### src/rtl/force_off_pkg.sv
package force_off_pkg;

  typedef enum logic [0:0] {
    PRESS_IDLE = 1'b0,
    PRESS_HELD = 1'b1
  } press_state_e;

  typedef struct packed {
    logic req;
    logic plat_off;
    logic s5;
    logic espi_edge;
    logic pgood;
  } press_evt_t;

endpackage

### src/rtl/force_off_rst_sync.sv
module force_off_rst_sync #(
  parameter int STAGES = 2
) (
  input  logic clk,
  input  logic rst_n,
  output logic rst_sync_n
);
  logic [STAGES-1:0] chain_q;

  always_ff @(posedge clk or negedge rst_n) begin
    if (!rst_n) begin
      chain_q <= '0;
    end else begin
      chain_q <= {chain_q[STAGES-2:0], 1'b1};
    end
  end

  assign rst_sync_n = chain_q[STAGES-1];
endmodule

### src/rtl/force_off_edge_rise.sv
module force_off_edge_rise (
  input  logic clk,
  input  logic rst_n,
  input  logic level_i,
  output logic rise_o
);
  logic level_q;

  always_ff @(posedge clk or negedge rst_n) begin
    if (!rst_n) begin
      level_q <= 1'b0;
    end else begin
      level_q <= level_i;
    end
  end

  assign rise_o = level_i & ~level_q;
endmodule

### src/rtl/force_off_press_ctl.sv
module force_off_press_ctl
  import force_off_pkg::*;
(
  input  logic       clk,
  input  logic       rst_n,
  input  press_evt_t evt_i,
  output logic       accept_o,
  output logic       held_o
);
  press_state_e state_q, state_d;
  logic         release_evt;

  assign accept_o    = (state_q == PRESS_IDLE) && evt_i.req && !evt_i.plat_off;
  assign release_evt = evt_i.s5 || (evt_i.espi_edge && evt_i.pgood);

  always_comb begin
    state_d = state_q;
    unique case (state_q)
      PRESS_IDLE: if (accept_o)    state_d = PRESS_HELD;
      PRESS_HELD: if (release_evt) state_d = PRESS_IDLE;
      default:                     state_d = PRESS_IDLE;
    endcase
  end

  always_ff @(posedge clk or negedge rst_n) begin
    if (!rst_n) begin
      state_q <= PRESS_IDLE;
    end else begin
      state_q <= state_d;
    end
  end

  assign held_o = (state_q == PRESS_HELD);
endmodule

### src/rtl/force_off_reason_reg.sv
module force_off_reason_reg #(
  parameter int REASON_W = 8
) (
  input  logic                clk,
  input  logic                rst_n,
  input  logic                load_i,
  input  logic [REASON_W-1:0] reason_i,
  output logic                stb_o,
  output logic [REASON_W-1:0] reason_o
);
  logic                stb_q;
  logic [REASON_W-1:0] reason_q, reason_d;

  always_comb begin
    reason_d = reason_q;
    if (load_i) reason_d = reason_i;
  end

  always_ff @(posedge clk or negedge rst_n) begin
    if (!rst_n) begin
      stb_q    <= 1'b0;
      reason_q <= '0;
    end else begin
      stb_q    <= load_i;
      reason_q <= reason_d;
    end
  end

  assign stb_o    = stb_q;
  assign reason_o = reason_q;
endmodule

### src/rtl/force_off_ctrl.sv
module force_off_ctrl
  import force_off_pkg::*;
#(
  parameter int REASON_W   = 8,
  parameter int RST_STAGES = 2
) (
  input  logic                clk,
  input  logic                rst_n,
  input  logic                off_req_i,
  input  logic [REASON_W-1:0] reason_i,
  input  logic                plat_off_i,
  input  logic                stby_pg_i,
  input  logic                in_s5_i,
  input  logic                espi_rst_i,
  output logic                btn_press_o,
  output logic                off_busy_o,
  output logic                rpt_stb_o,
  output logic [REASON_W-1:0] rpt_reason_o
);
  logic       rst_sync_n;
  logic       espi_rise;
  logic       accept;
  logic       held;
  press_evt_t evt;

  force_off_rst_sync #(.STAGES(RST_STAGES)) u_rst (
    .clk        (clk),
    .rst_n      (rst_n),
    .rst_sync_n (rst_sync_n)
  );

  force_off_edge_rise u_espi_edge (
    .clk     (clk),
    .rst_n   (rst_sync_n),
    .level_i (espi_rst_i),
    .rise_o  (espi_rise)
  );

  assign evt.req       = off_req_i;
  assign evt.plat_off  = plat_off_i;
  assign evt.s5        = in_s5_i;
  assign evt.espi_edge = espi_rise;
  assign evt.pgood     = stby_pg_i;

  force_off_press_ctl u_ctl (
    .clk      (clk),
    .rst_n    (rst_sync_n),
    .evt_i    (evt),
    .accept_o (accept),
    .held_o   (held)
  );

  force_off_reason_reg #(.REASON_W(REASON_W)) u_reason (
    .clk      (clk),
    .rst_n    (rst_sync_n),
    .load_i   (accept),
    .reason_i (reason_i),
    .stb_o    (rpt_stb_o),
    .reason_o (rpt_reason_o)
  );

  assign btn_press_o = held;
  assign off_busy_o  = held;
endmodule

### config.mk
export PLATFORM = sky130hd
export DESIGN_NAME = force_off_ctrl
export DESIGN_NICKNAME = d
export VERILOG_FILES = /design/src/rtl/force_off_pkg.sv /design/src/rtl/force_off_rst_sync.sv /design/src/rtl/force_off_edge_rise.sv /design/src/rtl/force_off_press_ctl.sv /design/src/rtl/force_off_reason_reg.sv /design/src/rtl/force_off_ctrl.sv
export SDC_FILE = /design/constraint.sdc
export NUM_CORES = 1
export LEC_CHECK = 0
export ABC_AREA = 1
export ABC_CLOCK_PERIOD_IN_PS = 1450
export BUFFER_PORTS_ARGS = -buffer_cell sky130_fd_sc_hd__buf_2
export CORE_AREA = 2 2 39 41
export CTS_CLUSTER_DIAMETER = 150
export CTS_CLUSTER_SIZE = 16
export DETAILED_ROUTE_END_ITERATION = 8
export DIE_AREA = 0 0 41 43
export PLACE_DENSITY = 0.72
export SLEW_MARGIN = 10
export SYNTH_ARGS = -nofsm -noshare
export SYNTH_HDL_FRONTEND = slang
export SYNTH_SLANG_ARGS = --single-unit
### constraint.sdc
create_clock -name clk -period 1.45 [get_ports clk]
set_clock_uncertainty 0.1 [all_clocks]
set_input_delay 0.0725 -clock clk [delete_from_list [all_inputs] [get_ports clk]]
set_output_delay 0.0725 -clock clk [all_outputs]
set_load 0.03 [all_outputs]
==> run_results.csv <==
group,metric,value,unit
logic_synthesis,yosys.area.top_type,"dfrtp_1",
placed_design,place_congestion,0.661,
floorplan,die-area,1760,um2
floorplan,fp-row-count,14,
finish,finish.utilization,57.1,%
clock_tree,numClockSinks,13,
status,status,"completed",
placed_design,place_inst,88,
floorplan,initial_core_util,35.5,%
timing,min_period_over_period,96.0,%
hold_path,hold_path.class,"in2reg",
drt,via_per_inst,4.44,
finish,area_growth,60.8,%
logic_synthesis,synthTopCellsByArea,"dfrtp_1, nand2_1, nand3_1",
run,drv_cap,0,
logic_synthesis,synth_top_area_share,66.2,%
logic_synthesis,synth_most_common_cell,"nand2_1",
timing,setup_violations,0,
timing,slew_viol_final,0,
logic_synthesis,syn_area_per_cell,10.0,um2
drt,drt-wirelength-per-cell,11.7,um
grt,antenna_found_initial,0,
worst_setup_path,required,1.56,ns
clock_tree,htreeDepth,1,
grt,grt_pass1_vias,433,
clock_tree,tritoncts,"yes",
placed_design,numPortBuffers,25,
worst_setup_path,r2r_slack,0.09,ns
logic_synthesis,synth_cells,49,
drt,drtPass1Iterations,4,
drt,drc,0,
grt,grt_pass1_wl,1970,um
drt,routed_wl,1250,um
floorplan,dieHeight,43,um
logic_synthesis,syn-num-nets,64,
clock_tree,cts.path.max_buffers,2,
worst_setup_path,path_class,"in2reg",
logic_synthesis,yosys_warnings,0,
finish,drive_above_1_share,36.7,%
hold_path,worstHoldPathCells,4,
logic_synthesis,synth.ff_latch_count,13,
finish,nets,106,
timing,hold_ws,0.0132,ns
logic_synthesis,synth.distinct_cells,10,
worst_setup_path,endpoint_kind,"register",
logic_synthesis,synthesis.area,492,um2
finish,antenna_cells,0,
timing,final-hold-violation-count,0,
grt,gr-total-overflow,0,
logic_synthesis,seq_area_frac_synth,66.2,%
worst_setup_path,cp-start-kind,"primary input",
floorplan,io_pins,26,
hold_path,holdCritStartpoint,"plat_off_i",
logic_synthesis,synth_edf_count,0,
floorplan,core_area,1380,um2
worst_setup_path,worstPathMaxFanout,1,
placed_design,pre_cts_slack,0.299,ns
drt,drt_iter0_markers,5,
floorplan,die_w,41,um
timing,max_freq,718,MHz
drt,vias,471,
finish,finalNonFillerCells,106,
worst_setup_path,rr_startpoint,"u_ctl.held_o",
timing,fin_ws,0.0582,ns
power_and_ir_drop,p_leak,0.000448,uW
logic_synthesis,synth-async-reset-ratio,100,%
worst_setup_path,regToRegEndpoint,"u_ctl.held_o",
worst_setup_path,rr_worst_depth,5,
clock_tree,clk_pin_slew,0.08,ns
timing,fin_tns_setup,0,ns
grt,grtUsageTotal,17.1,%
timing,grt_setup_unrepaired,"no",
grt,grt_start_max_net_pins,12,
logic_synthesis,ys_top_cells_by_count,"nand2_1, dfrtp_1, nand3_1",
timing,finalCriticalPeriod,1.39,ns
logic_synthesis,synthFlopType,"dfrtp_1",
placed_design,hpwl,809,um
clock_tree,clockRootBuffer,"clkbuf_4",
worst_setup_path,crit_arrival,1.50,ns
power_and_ir_drop,ir_worst_vdd,0.600,mV
drt,ant_nets,0,
power_and_ir_drop,cellPowerDensity,1190,nW/um2
clock_tree,cts_buffers,3,
hold_path,hold_path_end,"u_reason.reason_o[3]",
clock_tree,clk_latency,0.27,ns
critical path, cell delays in order:
cell           delay [ns]
dlygate4sd3_1        0.54
buf_2                0.12
nor2_1               0.09
nand2_1              0.06
dlygate4sd3_1        0.56
nand2_1              0.07
cell families (layout without fill, tap and decap cells):
| family | count (synthesis) | count (layout) | share of synthesized area [%] |
|---|---|---|---|
| other | 1 | 1 | 0.763 |
| and+or+nand+nor | 30 | 30 | 28.2 |
| DFF | 13 | 13 | 66.2 |
| buffers and inverters | 5 | 46 | 4.83 |
area by class of cell:
class | instances | area, um2
inverter | 3 | 11.3
clock inverter | 1 | 5.00
sequential | 13 | 327
timing repair buffer | 39 | 263
tap | 16 | 20.0
clock buffer | 3 | 22.5
fill | 133 | 593
multi-input combinational | 31 | 143
metrics by stage:
stage          power (uW)  cell area, um2
3_3_place_gp          690             624
3_5_place_dp          699             624
2_1_floorplan         612             492
4_1_cts               949             782
5_1_grt              1010             791
6_report              942             791
what timing repair did:
item / in CTS / in global routing
setup endpoints to repair: 0 / 1
resized for setup: 0 / 1
setup buffers: 0 / 1
hold buffers: 13 / 0
hold endpoints to repair: 12 / 0
registers in the layout, indices dropped and copies added, names as in the netlist:
register and count:
u_reason.reason_o 8, u_ctl.held_o 1, u_reason.stb_o 1, u_espi_edge.level_q 1, u_rst.chain_q 2
routing by layer:
metal	global-route usage, %	share of wire [%]
met5	0	0
met4	8.00	0.64
met3	4.71	8.0
met2	25.3	54
met1	22.4	38
report_power, final:
| group | internal (uW) | leakage, uW | switching [uW] |
|---|---|---|---|
| sequential | 414 | 0.000159 | 32.8 |
| combinational | 98.4 | 0.000271 | 179 |
| clock | 102 | 0.0000177 | 117 |
| total | 614 | 0.000448 | 329 |
worst max-delay path by stage:
| stage | startpoint | endpoint | slack (ns) | cells past startpoint |
|---|---|---|---|---|
| floorplan | u_ctl.held_o | u_reason.reason_o[0] | 0.27 | 4 |
| global placement | u_ctl.held_o | u_reason.reason_o[0] | 0.36 | 4 |
| detailed placement | u_ctl.held_o | u_reason.reason_o[4] | 0.30 | 4 |
| CTS | u_ctl.held_o | u_ctl.held_o | 0.04 | 5 |
| global route | u_espi_edge.level_q | u_ctl.held_o | 0.02 | 5 |
| finish | in_s5_i | u_ctl.held_o | 0.06 | 6 |
placed cells by master, fill, tap and decap left out:
cell,instances
buf_2,25
buf_4,1
clkbuf_4,3
clkinv_2,1
conb_1,1
dfrtp_1,12
dfrtp_2,1
dlygate4sd3_1,13
inv_1,3
nand2_1,18
nand2_4,1
nand3_1,9
nor2_1,1
nor2_4,1
Note: power is estimated with default switching activity, not from simulation.
